==> config.mk <==
export PLATFORM = sky130hd
export DESIGN_NAME = parking_occupancy
export DESIGN_NICKNAME = d
export VERILOG_FILES = /design/src/rtl/occ_pkg.sv /design/src/rtl/sensor_edge.sv /design/src/rtl/occ_counter.sv /design/src/rtl/parking_occupancy.sv
export SDC_FILE = /design/constraint.sdc
export NUM_CORES = 1
export LEC_CHECK = 0
export ABC_CLOCK_PERIOD_IN_PS = 4800
export BUFFER_PORTS_ARGS = -buffer_cell sky130_fd_sc_hd__buf_2
export CORE_MARGIN = 3
export CORE_UTILIZATION = 56
export CTS_CLUSTER_DIAMETER = 60
export DETAILED_ROUTE_END_ITERATION = 6
export GPL_ROUTABILITY_DRIVEN = 0
export PLACE_DENSITY = 0.79
export SYNTH_ARGS = -nofsm -noshare
export SYNTH_HDL_FRONTEND = slang
export SYNTH_SLANG_ARGS = --single-unit
==> constraint.sdc <==
create_clock -name clk -period 4.8 [get_ports clk]
set_input_delay 0.96 -clock clk [delete_from_list [all_inputs] [get_ports clk]]
set_output_delay 0.96 -clock clk [all_outputs]
set_load 0.05 [all_outputs]
==> src/rtl/occ_pkg.sv <==
// Package: shared types for the car park occupancy counter.
// Assumes: nothing beyond IEEE 1800-2017.
package occ_pkg;

    // Action the counter takes in one cycle
    typedef enum logic [1:0] {
        ACT_HOLD   = 2'd0,
        ACT_UP     = 2'd1,
        ACT_DOWN   = 2'd2,
        ACT_REJECT = 2'd3
    } occ_act_e;

    // Number of sensor lanes handled by the top level
    localparam int unsigned LANES = 2;

endpackage

==> src/rtl/sensor_edge.sv <==
// Module: sensor_edge
// Brings one asynchronous presence-sensor level into the clock domain
// through SYNC_STAGES flops and emits a single-cycle pulse on each
// low-to-high change of the synchronised level.
// Assumes: a low period of at least SYNC_STAGES cycles between cars.
module sensor_edge #(
    parameter int unsigned SYNC_STAGES = 2
) (
    input  logic clk,
    input  logic rst_n,
    input  logic sense_i,
    output logic rise_o
);

    localparam int unsigned LAST = SYNC_STAGES - 1;

    logic [SYNC_STAGES-1:0] sync_q;
    logic                   prev_q;

    // Purpose: shift the raw level through the synchroniser chain
    always_ff @(posedge clk) begin
        if (!rst_n) begin
            sync_q <= '0;
        end else begin
            sync_q <= {sync_q[SYNC_STAGES-2:0], sense_i};
        end
    end

    // Purpose: remember the last synchronised level for edge detection
    always_ff @(posedge clk) begin
        if (!rst_n) begin
            prev_q <= 1'b0;
        end else begin
            prev_q <= sync_q[LAST];
        end
    end

    // Purpose: pulse when the synchronised level has just gone high
    always_comb begin
        rise_o = sync_q[LAST] & ~prev_q;
    end

    // an edge pulse never lasts two cycles
    a_r2_single_edge: assert property (@(posedge clk) disable iff (!rst_n)
        rise_o |=> !rise_o);

endmodule

==> src/rtl/occ_counter.sv <==
// Module: occ_counter
// Saturating up/down occupancy counter. An arrival and a departure in
// the same cycle cancel out. A lone departure at zero or a lone
// arrival at MAX_CARS is rejected with a one-cycle error pulse.
// Accepted events produce registered one-cycle strobes.
// Assumes: inc_i and dec_i are single-cycle pulses.
module occ_counter
    import occ_pkg::*;
#(
    parameter int unsigned MAX_CARS = 1024,
    parameter int unsigned CNT_W    = $clog2(MAX_CARS + 1)
) (
    input  logic             clk,
    input  logic             rst_n,
    input  logic             clr_i,
    input  logic             inc_i,
    input  logic             dec_i,
    output logic [CNT_W-1:0] count_o,
    output logic             err_o,
    output logic             in_stb_o,
    output logic             out_stb_o
);

    localparam logic [CNT_W-1:0] TOP  = CNT_W'(MAX_CARS);
    localparam logic [CNT_W-1:0] ZERO = '0;

    occ_act_e act;
    logic     acc_in;
    logic     acc_out;

    // Purpose: decide this cycle's action from the two events
    always_comb begin
        act     = ACT_HOLD;
        acc_in  = 1'b0;
        acc_out = 1'b0;
        if (inc_i && dec_i) begin
            acc_in  = 1'b1;
            acc_out = 1'b1;
        end else if (inc_i) begin
            if (count_o == TOP) begin
                act = ACT_REJECT;
            end else begin
                act    = ACT_UP;
                acc_in = 1'b1;
            end
        end else if (dec_i) begin
            if (count_o == ZERO) begin
                act = ACT_REJECT;
            end else begin
                act     = ACT_DOWN;
                acc_out = 1'b1;
            end
        end
    end

    // Purpose: update the occupancy count
    always_ff @(posedge clk) begin
        if (!rst_n || clr_i) begin
            count_o <= ZERO;
        end else begin
            case (act)
                ACT_UP:   count_o <= count_o + 1'b1;
                ACT_DOWN: count_o <= count_o - 1'b1;
                default:  count_o <= count_o;
            endcase
        end
    end

    // Purpose: register the error pulse and the event strobes
    always_ff @(posedge clk) begin
        if (!rst_n || clr_i) begin
            err_o     <= 1'b0;
            in_stb_o  <= 1'b0;
            out_stb_o <= 1'b0;
        end else begin
            err_o     <= (act == ACT_REJECT);
            in_stb_o  <= acc_in;
            out_stb_o <= acc_out;
        end
    end

    // count never exceeds the limit
    a_r4_no_overflow: assert property (@(posedge clk) disable iff (!rst_n)
        count_o <= TOP);

    // lone arrival when full keeps the count and flags an error
    a_r4_full_reject: assert property (@(posedge clk) disable iff (!rst_n)
        (!clr_i && inc_i && !dec_i && count_o == TOP) |=> (count_o == TOP && err_o && !in_stb_o));

    // lone departure when empty keeps zero and flags an error
    a_r3_no_underflow: assert property (@(posedge clk) disable iff (!rst_n)
        (!clr_i && dec_i && !inc_i && count_o == ZERO) |=> (count_o == ZERO && err_o && !out_stb_o));

    // paired events leave the count alone without error
    a_r5_pair_holds: assert property (@(posedge clk) disable iff (!rst_n)
        (!clr_i && inc_i && dec_i) |=> ($stable(count_o) && !err_o && in_stb_o && out_stb_o));

    // without a clear, the count moves by at most one per cycle
    a_r1_unit_step: assert property (@(posedge clk) disable iff (!rst_n)
        !clr_i |=> (count_o == $past(count_o) || count_o == $past(count_o) + 1'b1
                    || count_o == $past(count_o) - 1'b1));

    // clear empties the park
    a_r8_clear_zero: assert property (@(posedge clk) disable iff (!rst_n)
        clr_i |=> (count_o == ZERO && !err_o));

    // error never stays up two cycles
    a_r9_err_pulse: assert property (@(posedge clk) disable iff (!rst_n)
        err_o |=> !err_o);

endmodule

==> src/rtl/parking_occupancy.sv <==
// Module: parking_occupancy (top)
// Car park occupancy counter: synchronises and edge-detects the entry
// and exit sensors, keeps a saturating count and derives full/empty.
// Assumes: sensors stay low at least SYNC_STAGES cycles between cars.
module parking_occupancy
    import occ_pkg::*;
#(
    parameter int unsigned MAX_CARS    = 1024,
    parameter int unsigned SYNC_STAGES = 2,
    parameter int unsigned CNT_W       = $clog2(MAX_CARS + 1)
) (
    input  logic             clk,
    input  logic             rst_n,
    input  logic             clear,
    input  logic             entry_sense,
    input  logic             exit_sense,
    output logic [CNT_W-1:0] car_count,
    output logic             full,
    output logic             empty,
    output logic             err_pulse,
    output logic             entered_stb,
    output logic             exited_stb
);

    localparam logic [CNT_W-1:0] TOP = CNT_W'(MAX_CARS);

    logic [LANES-1:0] sense_raw;
    logic [LANES-1:0] sense_rise;

    assign sense_raw = {exit_sense, entry_sense};

    // One synchroniser and edge detector per lane (0 = entry, 1 = exit)
    for (genvar g = 0; g < LANES; g++) begin : g_lane
        sensor_edge #(
            .SYNC_STAGES(SYNC_STAGES)
        ) u_edge (
            .clk    (clk),
            .rst_n  (rst_n),
            .sense_i(sense_raw[g]),
            .rise_o (sense_rise[g])
        );
    end

    occ_counter #(
        .MAX_CARS(MAX_CARS),
        .CNT_W   (CNT_W)
    ) u_count (
        .clk      (clk),
        .rst_n    (rst_n),
        .clr_i    (clear),
        .inc_i    (sense_rise[0]),
        .dec_i    (sense_rise[1]),
        .count_o  (car_count),
        .err_o    (err_pulse),
        .in_stb_o (entered_stb),
        .out_stb_o(exited_stb)
    );

    // Purpose: derive the full and empty flags from the count
    always_comb begin
        full  = (car_count == TOP);
        empty = (car_count == '0);
    end

    // the park is never both full and empty
    a_r6_flags_excl: assert property (@(posedge clk) disable iff (!rst_n)
        $onehot0({full, empty}));

    // an accepted arrival strobe lasts one cycle
    a_r9_entry_stb: assert property (@(posedge clk) disable iff (!rst_n)
        entered_stb |=> !entered_stb);

    // an accepted departure strobe lasts one cycle
    a_r9_exit_stb: assert property (@(posedge clk) disable iff (!rst_n)
        exited_stb |=> !exited_stb);

endmodule

# Yosys cells after proc, flatten, opt, wreduce, memory -nomap -nowiden
# Cells that the tools add are included.
# W data, S select, Z words.
# totals
reg_bits,20
out_inout_bits,16
in_bits,5
wordCells,36
# op_classes
eq_ne,4
muxes,13
add_sub_neg,2
bitwise_logic,4
n_reduce_logical,5
# ops
cell,count
$pmux W11 S2,1
$add A11 B1 Y11 const B,1
$eq A11 B11 Y1 const B,1
$logic_not A11 Y1,1
$sub A11 B1 Y11 const B,1
$mux W1,8
$mux W2,4
$eq A2 B2 Y1 const B,2
$and A1 B1 Y1,2
$eq A2 B1 Y1 const B,1
$not A1 Y1,2
$reduce_bool A2 Y1,1
$logic_and A1 B1 Y1,1
$logic_not A1 Y1,1
$logic_or A1 B1 Y1,1

# Logic depth before layout (Yosys ltp)
# logic_depth
depth_word,7
depth_mapped,16
mapped_depth_nobuf,13

# Cells and area by module
# A second synthesis with hierarchy kept.
# hier_totals
cells_unflattened,182
area_unflattened_um2,1491.4
# modules_own_cells
mod,instances,area_per_inst_um2,seq_area_each_um2,cells_per_inst
occ_counter,1,1261.2,280.3,162
sensor_edge,2,92.6,60.1,7
parking_occupancy,1,45.0,0.0,6

# Worst setup path before layout
# No wires, ideal clock.
# synth_path
path_type,register to register
from,register u_count.count_o[8]
to,register u_count.count_o[8]
stages_incl_launch_ff,17
period_less_slack_ps,4293
required_time_ps,4738
setup_slack_ps,507
setup_ps,62
arrival_ps,4230
cell_sequence,dfxtp_1 -> buf_6 -> or4_4 -> or4_4 -> nor2_4 -> inv_2 -> o21a_1 -> ha_1 -> buf_2 -> buf_1 -> xor2_1 -> ha_1 -> a21oi_1 -> nor4_1 -> or2_2 -> a2111o_1 -> nand3_1
# synth_between
elab_chain_len,7
word_cells_on_any_way,13
cone_classes,add/sub: 2; eq/ne: 3; mux: 6; reduce/logical: 2
# synth_rtl
item,line_no,rtl
from (decl),occ_counter.sv:18,"output logic [CNT_W-1:0] count_o,"
from (signal assigned),occ_counter.sv:62,ACT_UP: count_o <= count_o + 1'b1;
from (signal assigned),occ_counter.sv:63,ACT_DOWN: count_o <= count_o - 1'b1;
from (signal assigned),occ_counter.sv:64,default: count_o <= count_o;
$logic_not A11 Y1 (*),--,
via empty,parking_occupancy.sv:19,"output logic empty,"
$mux W1 (*),occ_counter.sv:47,if (count_o == ZERO) begin
$mux W2 (*),occ_counter.sv:46,end else if (dec_i) begin
$mux W2 (*),occ_counter.sv:39,end else if (inc_i) begin
$mux W2 (*),occ_counter.sv:36,if (inc_i && dec_i) begin
$eq A2 B2 Y1 / $eq A2 B1 Y1 (equally long branches),occ_counter.sv:61,case (act)
$pmux W11 S2 / $reduce_bool A2 Y1 (equally long branches),--,
# The timed path passes the listed nets; every way through them passes the cells marked *.
# A chain may end at the register's enable or synchronous reset.

# Final worst setup path
# layout_path
from,register u_count.count_o[6]
to,register u_count.count_o[8]
# layout_between
elab_chain_len,7
word_cells_on_any_way,13
cone_classes,add/sub: 2; eq/ne: 3; mux: 6; reduce/logical: 2
# layout_rtl
item,line_no
$logic_not A11 Y1,occ_counter.sv:47
$mux W1,occ_counter.sv:47
$mux W2,occ_counter.sv:46
$mux W2,occ_counter.sv:39
$mux W2,occ_counter.sv:36
$eq A2 B2 Y1 / $eq A2 B1 Y1 (equally long branches),occ_counter.sv:61
$pmux W11 S2 / $reduce_bool A2 Y1 (equally long branches),--
# Parallel ways exist; a longest one is shown, timed or not.

==> out/summary.txt <==
clk sinks: 20
M2 GR Usage: 34.6%
die footprint: 0.00307 mm²
global route hottest layer: met2
Ports: 21
fin crit share: 86.0%
Post-Syn Instances: 162
final hold viol count: 0
worst hold margin: 0.451 ns
Final Power: 375 µW
CTS tree: yes
EDFF count, synth: 0
Post-CTS Setup Bufs: 0
initial antenna violation count: 0
via count: 1262
status: completed
register bit total from synthesis: 20
Multi-input gate area: 893 µm²
Starting Density: 60.7%
post-layout util: 66.9%
CTS Hold Bufs: 0
routed wire length: 3.11 mm
Final Setup Violations: 0
Post-Syn Nets: 171
crit path DAT: 4.39 ns
grt total ovfl: 0
Final min period: 4.13 ns
vias in the first global route: 1203
setup TNS: 0 ns
Post-Synth Adder-Cell Area: 3.66%
HP Class: flop to flop
CP Launch Type: flop
share of the synthesized area in the top cell type: 29.3%
Synth Area in Compound Gates: 24.1%
largest net degree at the start of global routing: 17
Worst setup EP type: flop
Area Overhead vs Synth: 10.2%
Yosys warning count: 0
GRT Overall Usage: 21.0%
Root Buffer: clkbuf_4
CTS Buf Count: 3
WL per Instance: 15.3 µm
fraction of layout cells with a size suffix above 1: 25.1%
Std-Cell Rows: 17
Antenna Cells: 0
grt met3 use: 3.04%
XOR/XNOR share of the synthesized area: 3.20%
Filler cells: 198
Storage cell area: 400 µm²
post-synth cell types: 56
Clock Skews: 0.00535 ns
fmax: 0.242 GHz
Post-Synth Simple-Gate Area: 30.0%
clock tree buffer depth: 2
crit-path max FO: 13
synthesized area: 0.00137 mm²
final net count: 185
Worst Max-Slew Pin Slew: 0.740 ns
largest family of logic cells by synthesized area: simple AND/OR/NAND/NOR gates
multiplexer share of the synthesized area: 4.39%
H-tree depth: 1
RSZ-0062 raised after global routing: false
die height: 55.4 µm
vias per inst: 6.22
clock slew seen by the registers of the worst setup and hold paths: 0.13 ns
Required @ worst endpoint: 5.06 ns
Worst IR Drop VDD: 0.155 mV
Core ar.: 0.00225 mm²
worst-skew pair later-pin latency: 0.31 ns
area leader, netlist: dfxtp_1
Leakage: 0.639 nW
Mapped Avg Cell Area: 8.44 µm²
ranking of synthesized cells by area: dfxtp_1 (29%), mux2i_1 (4.4%), and2_1 (4.1%), nand2b_1 (4.1%), ha_1 (3.7%)
ys flop type: dfxtp_1
DRT antenna net count: 0
asr flop ratio synth: 0%
Crit Path Category: flop to flop
first-pass GRT wire length: 5.33 mm
Max Cap Violations: 0
CTS-repair resized insts: 0
Slew Limit Fails: 0
Pre-Repair DR Iteration Count: 4
chip width: 55.4 µm
drt initial violations: 61
sequential element share of the synthesized area: 29.3%
met1 global-route usage: 27.3%
Rel. slew slack: 50.6%
dpl hpwl: 2.14 mm
Power Density: 249 mW/mm²
IO Port Bufs: 20
residual DRC count: 0
[placed cells by master (no fill, tap or decap), types with 3 or more instances in the layout]
cell type / n
nor2b_1: 4
or3_1: 4
o21ai_0: 6
ha_1: 4
dfxtp_1: 20
buf_2: 20
nand2b_1: 9
mux2i_1: 6
and2_1: 9
a21oi_1: 7
nor2_1: 7
xor2_1: 3
nand2_1: 13
clkbuf_4: 3
nand3_1: 3
[sequential cells by signal, summed over array words and instances, names as in the netlist]
signal                count
u_count.err_o             1
u_count.out_stb_o         1
g_lane.u_edge.sync_q      4
u_count.in_stb_o          1
g_lane.u_edge.prev_q      2
u_count.count_o          11
[worst max-delay path, cell delays in order, from the launching register on]
cell and delay, ns:
dfxtp_1 0.45, or4_4 0.59, or4_4 0.51, or2_4 0.25, o21ai_2 0.17, ha_1 0.45, xor2_1 0.13, ha_1 0.22
a21oi_1 0.42, nor4_1 0.12, or2_2 0.34, a2111o_1 0.35, nand3_1 0.07
[layer usage]
layer  up-vias  routed length, µm
li1        618                  -
met1       598               1390
met2        40               1510
met3         6                155
met4         0                 55
met5         -                  0
[final timing paths]
| kind | from | end | slack (ns) | cells past startpoint |
|---|---|---|---|---|
| worst min register to register | g_lane[0].u_edge.sync_q[0]$_SDFF_PN0_ | g_lane[0].u_edge.sync_q[1]$_SDFF_PN0_ | 0.45 | 1 |
| worst max-delay path | u_count.count_o[6]$_SDFFE_PP0P_ | u_count.count_o[8]$_SDFFE_PP0P_ | 0.67 | 12 |
| worst max register to register | u_count.count_o[6]$_SDFFE_PP0P_ | u_count.count_o[8]$_SDFFE_PP0P_ | 0.67 | 12 |
| worst min-delay path | g_lane[0].u_edge.sync_q[0]$_SDFF_PN0_ | g_lane[0].u_edge.sync_q[1]$_SDFF_PN0_ | 0.45 | 1 |
[layout make-up]
class,count,share of cell area [%]
flip-flops and latches,20,26.6
clock inverters,1,1.99
well taps,28,2.32
repair buffers,21,7.14
inverters,5,1.24
clock buffers,3,1.49
multi-input cells,125,59.3
[stage by stage]
step,instance area (µm²),worst slack [ns],instances
after floorplan,1370,0.507,162
after global placement,1460,0.926,199
after detailed placement,1460,0.803,199
after CTS,1510,0.717,203
after global routing,1510,0.462,203
final,1510,0.673,203
[cell usage after synthesis, drive strengths merged, types with 3 or more instances]
cell    count
nand3       3
or4         4
buf         4
or3         6
mux2i       6
clkbuf      8
nand2      13
a21oi       7
ha          4
inv         4
xor2        3
nor2        8
and2        9
nand2b      9
a211oi      3
nor2b       4
dfxtp      20
o21ai       8
[report_power, final]
group          leakage (nW)  switching, mW  internal, mW  total, mW
Sequential            0.162        0.00384         0.170      0.173
Combinational         0.449         0.0393        0.0210     0.0603
Clock                0.0279         0.0568        0.0844      0.141
Total                 0.639         0.0999         0.275      0.375
[cell families after synthesis]
family	count (synthesis)
AO/OA/AOI/OAI	41
XOR/XNOR	5
adder cells (fa/ha/maj)	4
buffers and inverters	17
flip-flops	20
multiplexers	6
AND/OR/NAND/NOR	69
(Power assumes the default switching activity.)
